`src/rtl/irq_elig_pkg.sv`:
```
package irq_elig_pkg;

    localparam int unsigned SEL_W   = 3;
    localparam int unsigned NUM_CFG = 5;

    typedef enum logic [SEL_W-1:0] {
        SEL_PEND   = 3'd0,
        SEL_ENABLE = 3'd1,
        SEL_ACTIVE = 3'd2,
        SEL_TRIG   = 3'd3,
        SEL_GROUP  = 3'd4,
        SEL_GMOD   = 3'd5
    } reg_sel_e;

    // slot of each configuration word inside the config bank (select code - 1)
    localparam int unsigned CFG_ENABLE = 0;
    localparam int unsigned CFG_ACTIVE = 1;
    localparam int unsigned CFG_TRIG   = 2;
    localparam int unsigned CFG_GROUP  = 3;
    localparam int unsigned CFG_GMOD   = 4;

endpackage

```
`src/rtl/irq_cfg_bank.sv`:
```
module irq_cfg_bank
    import irq_elig_pkg::*;
#(
    parameter int unsigned NUM_IRQ = 32
) (
    input  logic                                clk,
    input  logic                                rst_n,
    input  logic                                wr_en,
    input  logic [SEL_W-1:0]                    wr_sel,
    input  logic                                wr_set,
    input  logic [NUM_IRQ-1:0]                  wr_mask,
    output logic [NUM_CFG-1:0][NUM_IRQ-1:0]     cfg_d,
    output logic [NUM_CFG-1:0][NUM_IRQ-1:0]     cfg_q
);

    typedef struct packed {
        logic [NUM_CFG-1:0][NUM_IRQ-1:0] word;
    } cfg_state_t;

    cfg_state_t state_d, state_q;
    logic [NUM_CFG-1:0][NUM_IRQ-1:0] word_nxt;

    // one set/clear slice per configuration word; select code is slot + 1
    for (genvar i = 0; i < NUM_CFG; i++) begin : g_word
        logic hit;
        assign hit = wr_en && (wr_sel == SEL_W'(i + 1));
        assign word_nxt[i] = !hit  ? state_q.word[i] :
                             wr_set ? (state_q.word[i] | wr_mask) :
                                      (state_q.word[i] & ~wr_mask);
    end

    always_comb begin
        state_d      = state_q;
        state_d.word = word_nxt;
    end

    always_ff @(posedge clk) begin
        if (!rst_n) begin
            state_q <= '0;
        end else begin
            state_q <= state_d;
        end
    end

    assign cfg_d = state_d.word;
    assign cfg_q = state_q.word;

    AST_UNUSED_SEL_KEEPS: assert property (@(posedge clk) disable iff (!rst_n)
        (wr_en && (wr_sel > SEL_GMOD)) |=> $stable(state_q));

    AST_ENABLE_SET_STICKS: assert property (@(posedge clk) disable iff (!rst_n)
        (wr_en && (wr_sel == SEL_ENABLE) && wr_set) |=>
        ((state_q.word[CFG_ENABLE] & $past(wr_mask)) == $past(wr_mask)));

    AST_ENABLE_CLR_STICKS: assert property (@(posedge clk) disable iff (!rst_n)
        (wr_en && (wr_sel == SEL_ENABLE) && !wr_set) |=>
        ((state_q.word[CFG_ENABLE] & $past(wr_mask)) == '0));

endmodule

```
`src/rtl/irq_pend_track.sv`:
```
module irq_pend_track
    import irq_elig_pkg::*;
#(
    parameter int unsigned NUM_IRQ = 32
) (
    input  logic               clk,
    input  logic               rst_n,
    input  logic               wr_en,
    input  logic [SEL_W-1:0]   wr_sel,
    input  logic               wr_set,
    input  logic [NUM_IRQ-1:0] wr_mask,
    input  logic [NUM_IRQ-1:0] irq_lvl,
    input  logic [NUM_IRQ-1:0] trig_d,
    output logic [NUM_IRQ-1:0] pend_d,
    output logic [NUM_IRQ-1:0] pend_q,
    output logic [NUM_IRQ-1:0] lvl_d
);

    typedef struct packed {
        logic [NUM_IRQ-1:0] pend;
        logic [NUM_IRQ-1:0] lvl;
    } trk_state_t;

    trk_state_t st_d, st_q;
    logic [NUM_IRQ-1:0] rise;
    logic [NUM_IRQ-1:0] pend_wr;
    logic               pend_hit;

    always_comb begin
        pend_hit = wr_en && (wr_sel == SEL_PEND);
        rise     = irq_lvl & ~st_q.lvl & trig_d;
        pend_wr  = st_q.pend;
        if (pend_hit) begin
            pend_wr = wr_set ? (st_q.pend | wr_mask) : (st_q.pend & ~wr_mask);
        end
        st_d      = st_q;
        // a captured edge is ORed after the write so a racing clear cannot lose it
        st_d.pend = pend_wr | rise;
        st_d.lvl  = irq_lvl;
    end

    always_ff @(posedge clk) begin
        if (!rst_n) begin
            st_q <= '0;
        end else begin
            st_q <= st_d;
        end
    end

    assign pend_d = st_d.pend;
    assign pend_q = st_q.pend;
    assign lvl_d  = st_d.lvl;

    AST_PEND_DROPS_ONLY_ON_CLEAR: assert property (@(posedge clk) disable iff (!rst_n)
        !(wr_en && (wr_sel == SEL_PEND) && !wr_set) |=>
        (($past(st_q.pend) & ~st_q.pend) == '0));

    AST_LEVEL_SAMPLED: assert property (@(posedge clk) disable iff (!rst_n)
        1'b1 |=> (st_q.lvl == $past(irq_lvl)));

endmodule

```
`src/rtl/irq_elig_gate.sv`:
```
module irq_elig_gate #(
    parameter int unsigned NUM_IRQ = 32
) (
    input  logic [NUM_IRQ-1:0] pend,
    input  logic [NUM_IRQ-1:0] lvl,
    input  logic [NUM_IRQ-1:0] trig,
    input  logic [NUM_IRQ-1:0] ena,
    input  logic [NUM_IRQ-1:0] act,
    input  logic [NUM_IRQ-1:0] grp,
    input  logic [NUM_IRQ-1:0] gmod,
    input  logic               grp0_en,
    input  logic               grp1s_en,
    input  logic               grp1ns_en,
    input  logic               sec_dis,
    output logic [NUM_IRQ-1:0] elig
);

    logic [NUM_IRQ-1:0] gmod_eff;
    logic [NUM_IRQ-1:0] asserted;
    logic [NUM_IRQ-1:0] open_ns;
    logic [NUM_IRQ-1:0] open_s;
    logic [NUM_IRQ-1:0] open_g0;

    always_comb begin
        gmod_eff = sec_dis ? '0 : gmod;
        asserted = pend | (~trig & lvl);
        open_ns  = grp1ns_en ? grp : '0;
        open_s   = grp1s_en  ? (~grp & gmod_eff)  : '0;
        open_g0  = grp0_en   ? (~grp & ~gmod_eff) : '0;
        elig     = asserted & ena & ~act & (open_ns | open_s | open_g0);
    end

endmodule

```
`src/rtl/irq_elig_bank.sv`:
```
module irq_elig_bank
    import irq_elig_pkg::*;
#(
    parameter int unsigned NUM_IRQ = 32
) (
    input  logic               clk,
    input  logic               rst_n,
    input  logic               wr_en,
    input  logic [2:0]         wr_sel,
    input  logic               wr_set,
    input  logic [NUM_IRQ-1:0] wr_mask,
    input  logic [NUM_IRQ-1:0] irq_lvl,
    input  logic               grp0_en,
    input  logic               grp1s_en,
    input  logic               grp1ns_en,
    input  logic               sec_dis,
    output logic [NUM_IRQ-1:0] elig
);

    typedef struct packed {
        logic [NUM_IRQ-1:0] elig;
    } out_state_t;

    out_state_t out_d, out_q;

    logic [NUM_CFG-1:0][NUM_IRQ-1:0] cfg_d, cfg_q;
    logic [NUM_IRQ-1:0] pend_d, pend_q, lvl_d;
    logic [NUM_IRQ-1:0] elig_nxt;

    irq_cfg_bank #(.NUM_IRQ(NUM_IRQ)) i_cfg (
        .clk     (clk),
        .rst_n   (rst_n),
        .wr_en   (wr_en),
        .wr_sel  (wr_sel),
        .wr_set  (wr_set),
        .wr_mask (wr_mask),
        .cfg_d   (cfg_d),
        .cfg_q   (cfg_q)
    );

    irq_pend_track #(.NUM_IRQ(NUM_IRQ)) i_pend (
        .clk     (clk),
        .rst_n   (rst_n),
        .wr_en   (wr_en),
        .wr_sel  (wr_sel),
        .wr_set  (wr_set),
        .wr_mask (wr_mask),
        .irq_lvl (irq_lvl),
        .trig_d  (cfg_d[CFG_TRIG]),
        .pend_d  (pend_d),
        .pend_q  (pend_q),
        .lvl_d   (lvl_d)
    );

    irq_elig_gate #(.NUM_IRQ(NUM_IRQ)) i_gate (
        .pend      (pend_d),
        .lvl       (lvl_d),
        .trig      (cfg_d[CFG_TRIG]),
        .ena       (cfg_d[CFG_ENABLE]),
        .act       (cfg_d[CFG_ACTIVE]),
        .grp       (cfg_d[CFG_GROUP]),
        .gmod      (cfg_d[CFG_GMOD]),
        .grp0_en   (grp0_en),
        .grp1s_en  (grp1s_en),
        .grp1ns_en (grp1ns_en),
        .sec_dis   (sec_dis),
        .elig      (elig_nxt)
    );

    always_comb begin
        out_d      = out_q;
        out_d.elig = elig_nxt;
    end

    always_ff @(posedge clk) begin
        if (!rst_n) begin
            out_q <= '0;
        end else begin
            out_q <= out_d;
        end
    end

    assign elig = out_q.elig;

    AST_ELIG_NEEDS_ENABLE: assert property (@(posedge clk) disable iff (!rst_n)
        (out_q.elig & ~cfg_q[CFG_ENABLE]) == '0);

    AST_ELIG_NOT_ACTIVE: assert property (@(posedge clk) disable iff (!rst_n)
        (out_q.elig & cfg_q[CFG_ACTIVE]) == '0);

    AST_EDGE_NEEDS_PENDING: assert property (@(posedge clk) disable iff (!rst_n)
        (out_q.elig & cfg_q[CFG_TRIG] & ~pend_q) == '0);

    AST_NO_GROUP_OPEN: assert property (@(posedge clk) disable iff (!rst_n)
        $past(!grp0_en && !grp1s_en && !grp1ns_en) |-> (out_q.elig == '0));

    AST_NS1_ONLY: assert property (@(posedge clk) disable iff (!rst_n)
        $past(grp1ns_en && !grp0_en && !grp1s_en) |->
        ((out_q.elig & ~cfg_q[CFG_GROUP]) == '0));

    AST_S1_ONLY: assert property (@(posedge clk) disable iff (!rst_n)
        $past(grp1s_en && !grp0_en && !grp1ns_en && !sec_dis) |->
        ((out_q.elig & (cfg_q[CFG_GROUP] | ~cfg_q[CFG_GMOD])) == '0));

    AST_SECDIS_NO_S1: assert property (@(posedge clk) disable iff (!rst_n)
        $past(sec_dis && !grp0_en && !grp1ns_en) |-> (out_q.elig == '0));

endmodule

```
`config.mk`:
```
export PLATFORM = sky130hd
export DESIGN_NAME = irq_elig_bank
export DESIGN_NICKNAME = d
export VERILOG_FILES = /design/src/rtl/irq_elig_pkg.sv /design/src/rtl/irq_cfg_bank.sv /design/src/rtl/irq_pend_track.sv /design/src/rtl/irq_elig_gate.sv /design/src/rtl/irq_elig_bank.sv
export SDC_FILE = /design/constraint.sdc
export NUM_CORES = 1
export LEC_CHECK = 0
export BUFFER_PORTS_ARGS = -buffer_cell sky130_fd_sc_hd__buf_2
export CAP_MARGIN = 20
export CORE_UTILIZATION = 44
export CTS_BUF_LIST = sky130_fd_sc_hd__clkbuf_4
export CTS_CLUSTER_SIZE = 25
export DETAILED_ROUTE_END_ITERATION = 10
export HOLD_SLACK_MARGIN = 0.05
export PLACE_DENSITY = 0.65
export SLEW_MARGIN = 15
export SYNTH_ARGS = -nofsm -noshare
export SYNTH_HDL_FRONTEND = slang
export SYNTH_HIERARCHICAL = 1
export SYNTH_SLANG_ARGS = --single-unit
```
`constraint.sdc`:
```
create_clock -name clk -period 3.3 [get_ports clk]
set_input_delay 0.165 -clock clk [delete_from_list [all_inputs] [get_ports clk]]
set_output_delay 0.165 -clock clk [all_outputs]
set_load 0.02 [all_outputs]
```
==> results of run 1 <==
[path summary, 6_finish.rpt]
path / end / from / slack [ns] / depth (start not counted)
worst max register to register: elig[21] / i_cfg/cfg_q[85] / 1.67 / 7
worst min register to register: i_cfg/cfg_q[38] / i_cfg/cfg_q[38] / 0.45 / 2
worst min-delay path: i_pend/st_q[23] / irq_lvl[23] / 0.26 / 3
worst max-delay path: i_cfg/cfg_q[6] / rst_n / 1.16 / 6
[flip-flops by register name (all words and copies together), names as in the netlist]
name,cells
elig,32
i_pend/st_q,32
i_pend/pend_q,32
i_cfg/cfg_q,160
[power by group through the flow]
stage | Clock (W) | Combinational [W] | Sequential, W
3_5_place_dp | 0 | 0.000559 | 0.00323
5_1_grt | 0.00348 | 0.000682 | 0.00317
4_1_cts | 0.00329 | 0.000629 | 0.00317
6_report | 0.00317 | 0.000624 | 0.00317
2_1_floorplan | 0 | 0.000388 | 0.00323
3_3_place_gp | 0 | 0.000552 | 0.00323
[worst min-delay path, stage by stage]
cell and delay (ns):
dlygate4sd3_1 0.52, buf_2 0.11, and2_1 0.11
[per-layer routing]
layer,track usage,vias up,routed length (um),part of all wire
met3,0.03739,50,1187,0.036
li1,-,5544,-,-
met5,0,-,0,0
met2,0.3496,198,15410,0.47
met4,0.06085,0,560,0.017
met1,0.2625,5330,15700,0.48
[cell type report]
class,count,area (um2)
antenna,2,5.005
fill,2890,14770
multi-input combinational,1063,7672
timing repair buffer,197,1463
sequential,256,5125
tap,396,495.5
clock buffer,120,900.9
clock inverter,17,120.1
inverter,96,360.3
[stage by stage]
stage / std cells / util / setup slack [ns]
finish: 2147 / 0.5222 / 1.156
global route: 2147 / 0.5222 / 1.082
CTS: 2145 / 0.5221 / 1.211
detailed placement: 1932 / 0.4644 / 0.7233
global placement: 1932 / 0.4644 / 0.7600
floorplan: 1551 / - / 1.335
==> flow_metrics.env, run 1 <==
export IMPL_combPwrFrac=0.090
export IMPL_rows=64
export IMPL_swShare=0.2528
export IMPL_power_w=0.006962
export IMPL_grt_overflow=0
export IMPL_netlist_area_um2=13940
export IMPL_die_width_um=180.0
export IMPL_drt_iter0_markers=513
export IMPL_dpl_hpwl_um=18250
export IMPL_vias=11122
export IMPL_fin_tns_setup_ns=0
export IMPL_fp_dieArea_um2=32410
export IMPL_clk_pin_slew_ns=0.07
export IMPL_drive_gt1_frac=0.2779
export IMPL_post_cts_resized=0
export IMPL_post_cts_setup_buffers=0
export IMPL_crit_arrival_ns=2.70
export IMPL_grt_util_all_layers=0.2048
export IMPL_path_cells="dlygate4sd3_1 > buf_6 > nand2_4 > buf_4 > mux2i_1 > dlygate4sd3_1"
export IMPL_drt_first_pass_iters=5
export IMPL_layout_common_cells="nand2_1 (352), dfxtp_1 (256), mux2i_1 (192)"
export IMPL_cp_start_kind="input port"
export IMPL_avgSynthCellArea_um2=8.991
export IMPL_syn_inst=1551
export IMPL_outcome="finished clean"
export IMPL_holdCritPathClass="input port to register"
export IMPL_holdWs_ns=0.2560
export IMPL_pin_count=107
export IMPL_clk_latency_ns=0.66
export IMPL_power_sequential_fraction=0.455
export IMPL_cts_made_buffers=77
export IMPL_wirelength_um=32850
export IMPL_mostFrequentLayoutCell="nand2_1"
export IMPL_cts_tree="yes"
export IMPL_syn_num_nets=1626
export IMPL_power_leakage_nw=7.689
export IMPL_powerDensity_nw_per_um2=431.3
export IMPL_grt_start_max_net_pins=211
export IMPL_p_int_w=0.005202
export IMPL_end_kind="register"
export IMPL_clockBufferDepth=3
export IMPL_rsz0062_at_grt="no"
export IMPL_worstPathMaxFanout=103
export IMPL_initial_core_util=0.4511
export IMPL_fmax_mhz=466.4
export IMPL_path_common_cell="dlygate4sd3_1"
export IMPL_area_growth_pct=15.76
export IMPL_ir_drop_v=0.0002322
export IMPL_antenna_found_initial=1
export IMPL_place_gp_congestion=0.6940
export IMPL_hold_buffers=76
export IMPL_crit_family="buffers and inverters"
export IMPL_drc=0
export IMPL_maxSlewViolCount=0
export IMPL_worstPathRequired_ns=3.85
export IMPL_critPathBufInv=4
export IMPL_clockRootBuffer="clkbuf_4"
export IMPL_worst_path_largest_cell_delay_ns=0.82
export IMPL_slew_headroom=0.2682
export IMPL_cts_num_sinks=256
export IMPL_fin_area_um2=16140
export IMPL_wl_per_cell_um=15.30
export IMPL_fin_crit_sh=0.6497
export IMPL_ant_nets=0
export IMPL_final_hold_viol_count=0
export IMPL_via_per_inst=5.180
export IMPL_cpMaxStageDelayCell="buf_4"
export IMPL_htree_levels=3
export IMPL_grt_pass1_wl_um=54920
export IMPL_finalSetupViolations=0
export IMPL_fin_crit_ns=2.144
export IMPL_placed_area_um2=14360
export IMPL_nets=1766
export IMPL_synth_warnings=6
export IMPL_p_clk_frac=0.455
export IMPL_grt_pass1_vias=11179
export IMPL_coreArea_um2=30910
export IMPL_fp_dieH_um=180.0
export IMPL_fin_worst_skew_ns=0.02736
export IMPL_portBuffers=106
export IMPL_criticalPathCategory="input port to register"
export IMPL_tightestPinTransition_ns=1.098
export IMPL_p_sw_w=0.001760
export IMPL_maxCapViolCount=0
(Power assumes the default switching activity.)
==> inputs of run 2 (changes only) <==
- clock period: 3.3 -> 2.2 ns (I/O delays scaled with it)
==> run 2 against run 1 <==
Sequential cell count did not move. Final cell count rose by 0.70%. Clock power rose by 44%. First-iteration DRC count rose by 23%. Non-clock buffer count rose by 29. Global-route usage fell by 0.078 points. Worst hold slack got worse by 0.11 ns. Critical endpoint is now i_cfg/cfg_q[113]. Largest cell class unchanged.
==> flow_metrics.env, run 2 (synthesis results as in run 1) <==
export IMPL_fp_dieH_um=180.0
export IMPL_power_leakage_nw=7.822
export IMPL_rsz0062_at_grt="no"
export IMPL_holdWs_ns=0.1429
export IMPL_finalSetupViolations=0
export IMPL_fp_dieArea_um2=32410
export IMPL_fin_crit_ns=1.904
export IMPL_drt_first_pass_iters=5
export IMPL_ant_nets=0
export IMPL_post_cts_resized=0
export IMPL_clockRootBuffer="clkbuf_4"
export IMPL_fin_tns_setup_ns=0
export IMPL_cts_num_sinks=256
export IMPL_layout_common_cells="nand2_1 (352), dfxtp_1 (256), mux2i_1 (192)"
export IMPL_grt_overflow=0
export IMPL_die_width_um=180.0
export IMPL_drive_gt1_frac=0.2873
export IMPL_fmax_mhz=525.3
export IMPL_drc=0
export IMPL_initial_core_util=0.4511
export IMPL_ir_drop_v=0.0003252
export IMPL_mostFrequentLayoutCell="nand2_1"
export IMPL_wirelength_um=33110
export IMPL_via_per_inst=5.151
export IMPL_grt_start_max_net_pins=133
export IMPL_final_hold_viol_count=0
export IMPL_largest_register_ff_count=160
export IMPL_powerDensity_nw_per_um2=628.1
export IMPL_worstPathRequired_ns=2.79
export IMPL_fin_worst_skew_ns=0.05804
export IMPL_wl_per_cell_um=15.32
export IMPL_portBuffers=106
export IMPL_tightestPinTransition_ns=0.6774
export IMPL_outcome="finished clean"
export IMPL_vias=11136
export IMPL_nets=1792
export IMPL_maxSlewViolCount=0
export IMPL_cts_tree="yes"
export IMPL_grt_pass1_wl_um=54360
export IMPL_maxCapViolCount=0
export IMPL_post_cts_setup_buffers=0
export IMPL_antenna_found_initial=1
export IMPL_pin_count=107
export IMPL_htree_levels=3
export IMPL_dpl_hpwl_um=19750
export IMPL_placed_area_um2=14680
export IMPL_pre_cts_ws_ns=0.008140
export IMPL_cp_start_kind="input port"
export IMPL_clockBufferDepth=3
export IMPL_setup_slack_ns=0.2961
export IMPL_coreArea_um2=30910
export IMPL_grt_pass1_vias=10987
export IMPL_area_growth_pct=17.60
export IMPL_clk_latency_ns=0.71
export IMPL_fin_area_um2=16400
export IMPL_holdCritPathClass="input port to register"
export IMPL_worstPathMaxFanout=71
export IMPL_crit_arrival_ns=2.49
export IMPL_clk_pin_slew_ns=0.07
export IMPL_power_w=0.01030
export IMPL_place_gp_congestion=0.7391
export IMPL_grt_util_all_layers=0.2040
export IMPL_criticalPathCategory="input port to register"
export IMPL_fin_crit_sh=0.8654
export IMPL_drt_iter0_markers=632
export IMPL_slew_headroom=0.5484
export IMPL_cts_made_buffers=74
export IMPL_end_kind="register"
export IMPL_rows=64
run 2: where the power goes:
part,internal (W),switching [W]
registers,0.00472,0.0000284
logic,0.000425,0.000563
clock network,0.00251,0.00206
run 2: critical path, stage by stage:
cell	delay [ns]
dlygate4sd3_1	0.53
buf_4	0.23
buf_4	0.21
nand2_4	0.32
buf_12	0.34
mux2i_1	0.12
dlygate4sd3_1	0.58
run 2: final timing paths:
kind                   start               end  slack (ns)  depth (start not counted)
min                wr_sel[2]   i_cfg/cfg_q[81]        0.14                          5
max                   wr_set  i_cfg/cfg_q[113]        0.30                          7
min reg2reg  i_cfg/cfg_q[67]   i_cfg/cfg_q[67]        0.46                          2
max reg2reg  i_cfg/cfg_q[85]          elig[21]        0.58                          7
run 2: final cells by class:
type	count	area, um2
fill	2887	14510
multi-input combinational	1063	7672
sequential	256	5125
timing repair buffer	226	1795
clock buffer	110	825.8
tap	396	495.5
inverter	96	360.3
clock inverter	14	121.4
antenna	1	2.502
run 2: per-layer routing:
layer	vias up	part of all wire	GRT usage
li1	5578	-	-
met1	5303	0.47	0.2606
met2	208	0.47	0.3446
met3	47	0.042	0.03901
met4	0	0.017	0.06803
met5	-	0	0
run 2: metrics by stage:
stage | utilization | instances
final | 0.5305 | 2162
after global routing | 0.5305 | 2162
after detailed placement | 0.4749 | 1960
after global placement | 0.4749 | 1960
after CTS | 0.5304 | 2161
after floorplan | - | 1551
run 2: timing repair:
item	in CTS	in global routing
endpoints found under the hold margin	256	0
endpoints found under the setup margin	0	0
hold buffers	77	0
==> inputs of run 3 (changes only) <==
- RECOVER_POWER: default -> 25
==> run 3 against run 2 <==
Count of clock-buffer cells in the layout unchanged. Sequential power about the same. Worst setup slack worse by 0.077 ns. Via count barely moved. Largest power group unchanged. First-iteration DRC count grew 7.0%.
==> flow_metrics.env, run 3 (synthesis results as in run 1) <==
export IMPL_final_hold_viol_count=0
export IMPL_layout_common_cells="nand2_1 (352), dfxtp_1 (256), mux2i_1 (192)"
export IMPL_htree_levels=3
export IMPL_combPwrFrac=0.096
export IMPL_worstPathMaxFanout=18
export IMPL_power_leakage_nw=7.812
export IMPL_placed_area_um2=14680
export IMPL_worstReg2RegEnd="elig[21]"
export IMPL_grt_overflow=0
export IMPL_portBuffers=106
export IMPL_vias=11143
export IMPL_dpl_hpwl_um=19750
export IMPL_fp_dieArea_um2=32410
export IMPL_wl_per_cell_um=15.31
export IMPL_ir_drop_v=0.0003214
export IMPL_wirelength_um=33100
export IMPL_nets=1792
export IMPL_fp_dieH_um=180.0
export IMPL_clockRootBuffer="clkbuf_4"
export IMPL_pin_count=107
export IMPL_grt_util_all_layers=0.2040
export IMPL_cts_made_buffers=74
export IMPL_mostFrequentLayoutCell="nand2_1"
export IMPL_critPathBufInv=3
export IMPL_fin_tns_setup_ns=0
export IMPL_outcome="finished clean"
export IMPL_powerDensity_nw_per_um2=627.8
export IMPL_drt_iter0_markers=676
export IMPL_antenna_found_initial=1
export IMPL_drive_gt1_frac=0.2861
export IMPL_largest_register_ff_count=160
export IMPL_end_kind="register"
export IMPL_grt_pass1_vias=10987
export IMPL_drc=0
export IMPL_crit_arrival_ns=2.51
export IMPL_grt_start_max_net_pins=133
export IMPL_slew_headroom=0.5060
export IMPL_fin_area_um2=16390
export IMPL_p_clk_frac=0.443
export IMPL_rr_worst_depth=7
export IMPL_rows=64
export IMPL_crit_family="buffers and inverters"
export IMPL_criticalPathCategory="input port to register"
export IMPL_post_cts_setup_buffers=0
export IMPL_clk_latency_ns=0.70
export IMPL_maxSlewViolCount=0
export IMPL_post_cts_resized=0
export IMPL_fillers=2889
export IMPL_place_gp_congestion=0.7391
export IMPL_seq_area_um2=5125
export IMPL_r2r_slack_ns=0.59
export IMPL_worstPathRequired_ns=2.73
export IMPL_crit_end="elig[28]"
export IMPL_path_cells="dlygate4sd3_1 > buf_4 > clkbuf_1 > mux2_2 > nand2_1 > nor2_1 > or3_1 > a21oi_1 > a211oi_2 > and2_2"
export IMPL_p_int_w=0.007651
export IMPL_coreArea_um2=30910
export IMPL_path_depth=10
export IMPL_clockBufferDepth=3
export IMPL_grt_pass1_wl_um=54360
export IMPL_cpMaxStageDelayCell="dlygate4sd3_1"
export IMPL_area_growth_pct=17.51
export IMPL_ant_nets=0
export IMPL_fin_crit_ns=1.981
export IMPL_swShare=0.2563
export IMPL_finalSetupViolations=0
export IMPL_p_sw_w=0.002637
export IMPL_hold_buffers=77
export IMPL_tightestPinTransition_ns=0.7410
export IMPL_worst_path_largest_cell_delay_ns=0.53
export IMPL_crit_start="wr_set"
export IMPL_utilization=0.5302
export IMPL_maxCapViolCount=0
export IMPL_die_width_um=180.0
export IMPL_fin_worst_skew_ns=0.05738
export IMPL_clk_pin_slew_ns=0.06
export IMPL_power_sequential_fraction=0.462
export IMPL_worstReg2RegStart="i_cfg/cfg_q[85]"
export IMPL_rsz0062_at_grt="no"
export IMPL_cts_tree="yes"
export IMPL_holdCritPathClass="input port to register"
export IMPL_cp_start_kind="input port"
export IMPL_multi_input_area_um2=7672
export IMPL_via_per_inst=5.154
export IMPL_fin_crit_sh=0.9003
export IMPL_drt_first_pass_iters=7
export IMPL_initial_core_util=0.4511
export IMPL_fmax_mhz=504.9
export IMPL_cts_num_sinks=256
run 3: power by group through the flow:
stage               clock (W)  combinational (W)  sequential [W]
floorplan                   0           0.000583         0.00485
global route          0.00500            0.00107         0.00475
detailed placement          0           0.000884         0.00485
finish                0.00455           0.000985         0.00475
global placement            0           0.000878         0.00485
CTS                   0.00472           0.000993         0.00475
run 3: worst min-delay path by stage:
stage,startpoint,endpoint,slack [ns],cells after the start
global route,wr_sel[2],i_cfg/cfg_q[79],0.14,5
finish,wr_sel[2],i_cfg/cfg_q[81],0.15,5
detailed placement,irq_lvl[3],i_pend/st_q[3],0.35,2
floorplan,irq_lvl[0],i_pend/st_q[0],0.23,1
CTS,wr_sel[0],i_cfg/cfg_q[78],0.09,5
global placement,irq_lvl[3],i_pend/st_q[3],0.34,2
run 3: area by class of cell:
cell class	instances	share of cell area
Multi-Input combinational cell	1063	0.4682
Sequential cell	256	0.3127
Timing Repair Buffer	226	0.1089
Clock buffer	110	0.05039
Tap cell	396	0.03024
Inverter	96	0.02199
Clock inverter	14	0.007406
Antenna cell	1	0.0001527
run 3: metal layers:
metal | vias to the layer above | share of wire | routed length [um] | GRT usage
met5 | - | 0 | 0 | 0
met4 | 0 | 0.016 | 534 | 0.06803
met1 | 5317 | 0.47 | 15570 | 0.2606
li1 | 5583 | - | - | -
met2 | 198 | 0.47 | 15680 | 0.3446
met3 | 45 | 0.040 | 1316 | 0.03901
run 3: tightest hold or removal path: cells and delay by family:
family                 cells  cell delay, ns
multiplexers               1            0.08
buffers and inverters      2            0.24
AND/OR/NAND/NOR            2            0.37
run 3: stage by stage:
| step | cells | setup WS, ns | hold WS, ns | power (W) |
|---|---|---|---|---|
| after CTS | 2161 | 0.3806 | 0.08601 | 0.01046 |
| after global routing | 2162 | 0.1603 | 0.1416 | 0.01082 |
| after floorplan | 1551 | 0.2905 | 0.2317 | 0.005430 |
| final | 2162 | 0.2193 | 0.1487 | 0.01029 |
| after global placement | 1960 | 0.05817 | 0.3435 | 0.005728 |
| after detailed placement | 1960 | 0.008140 | 0.3516 | 0.005736 |
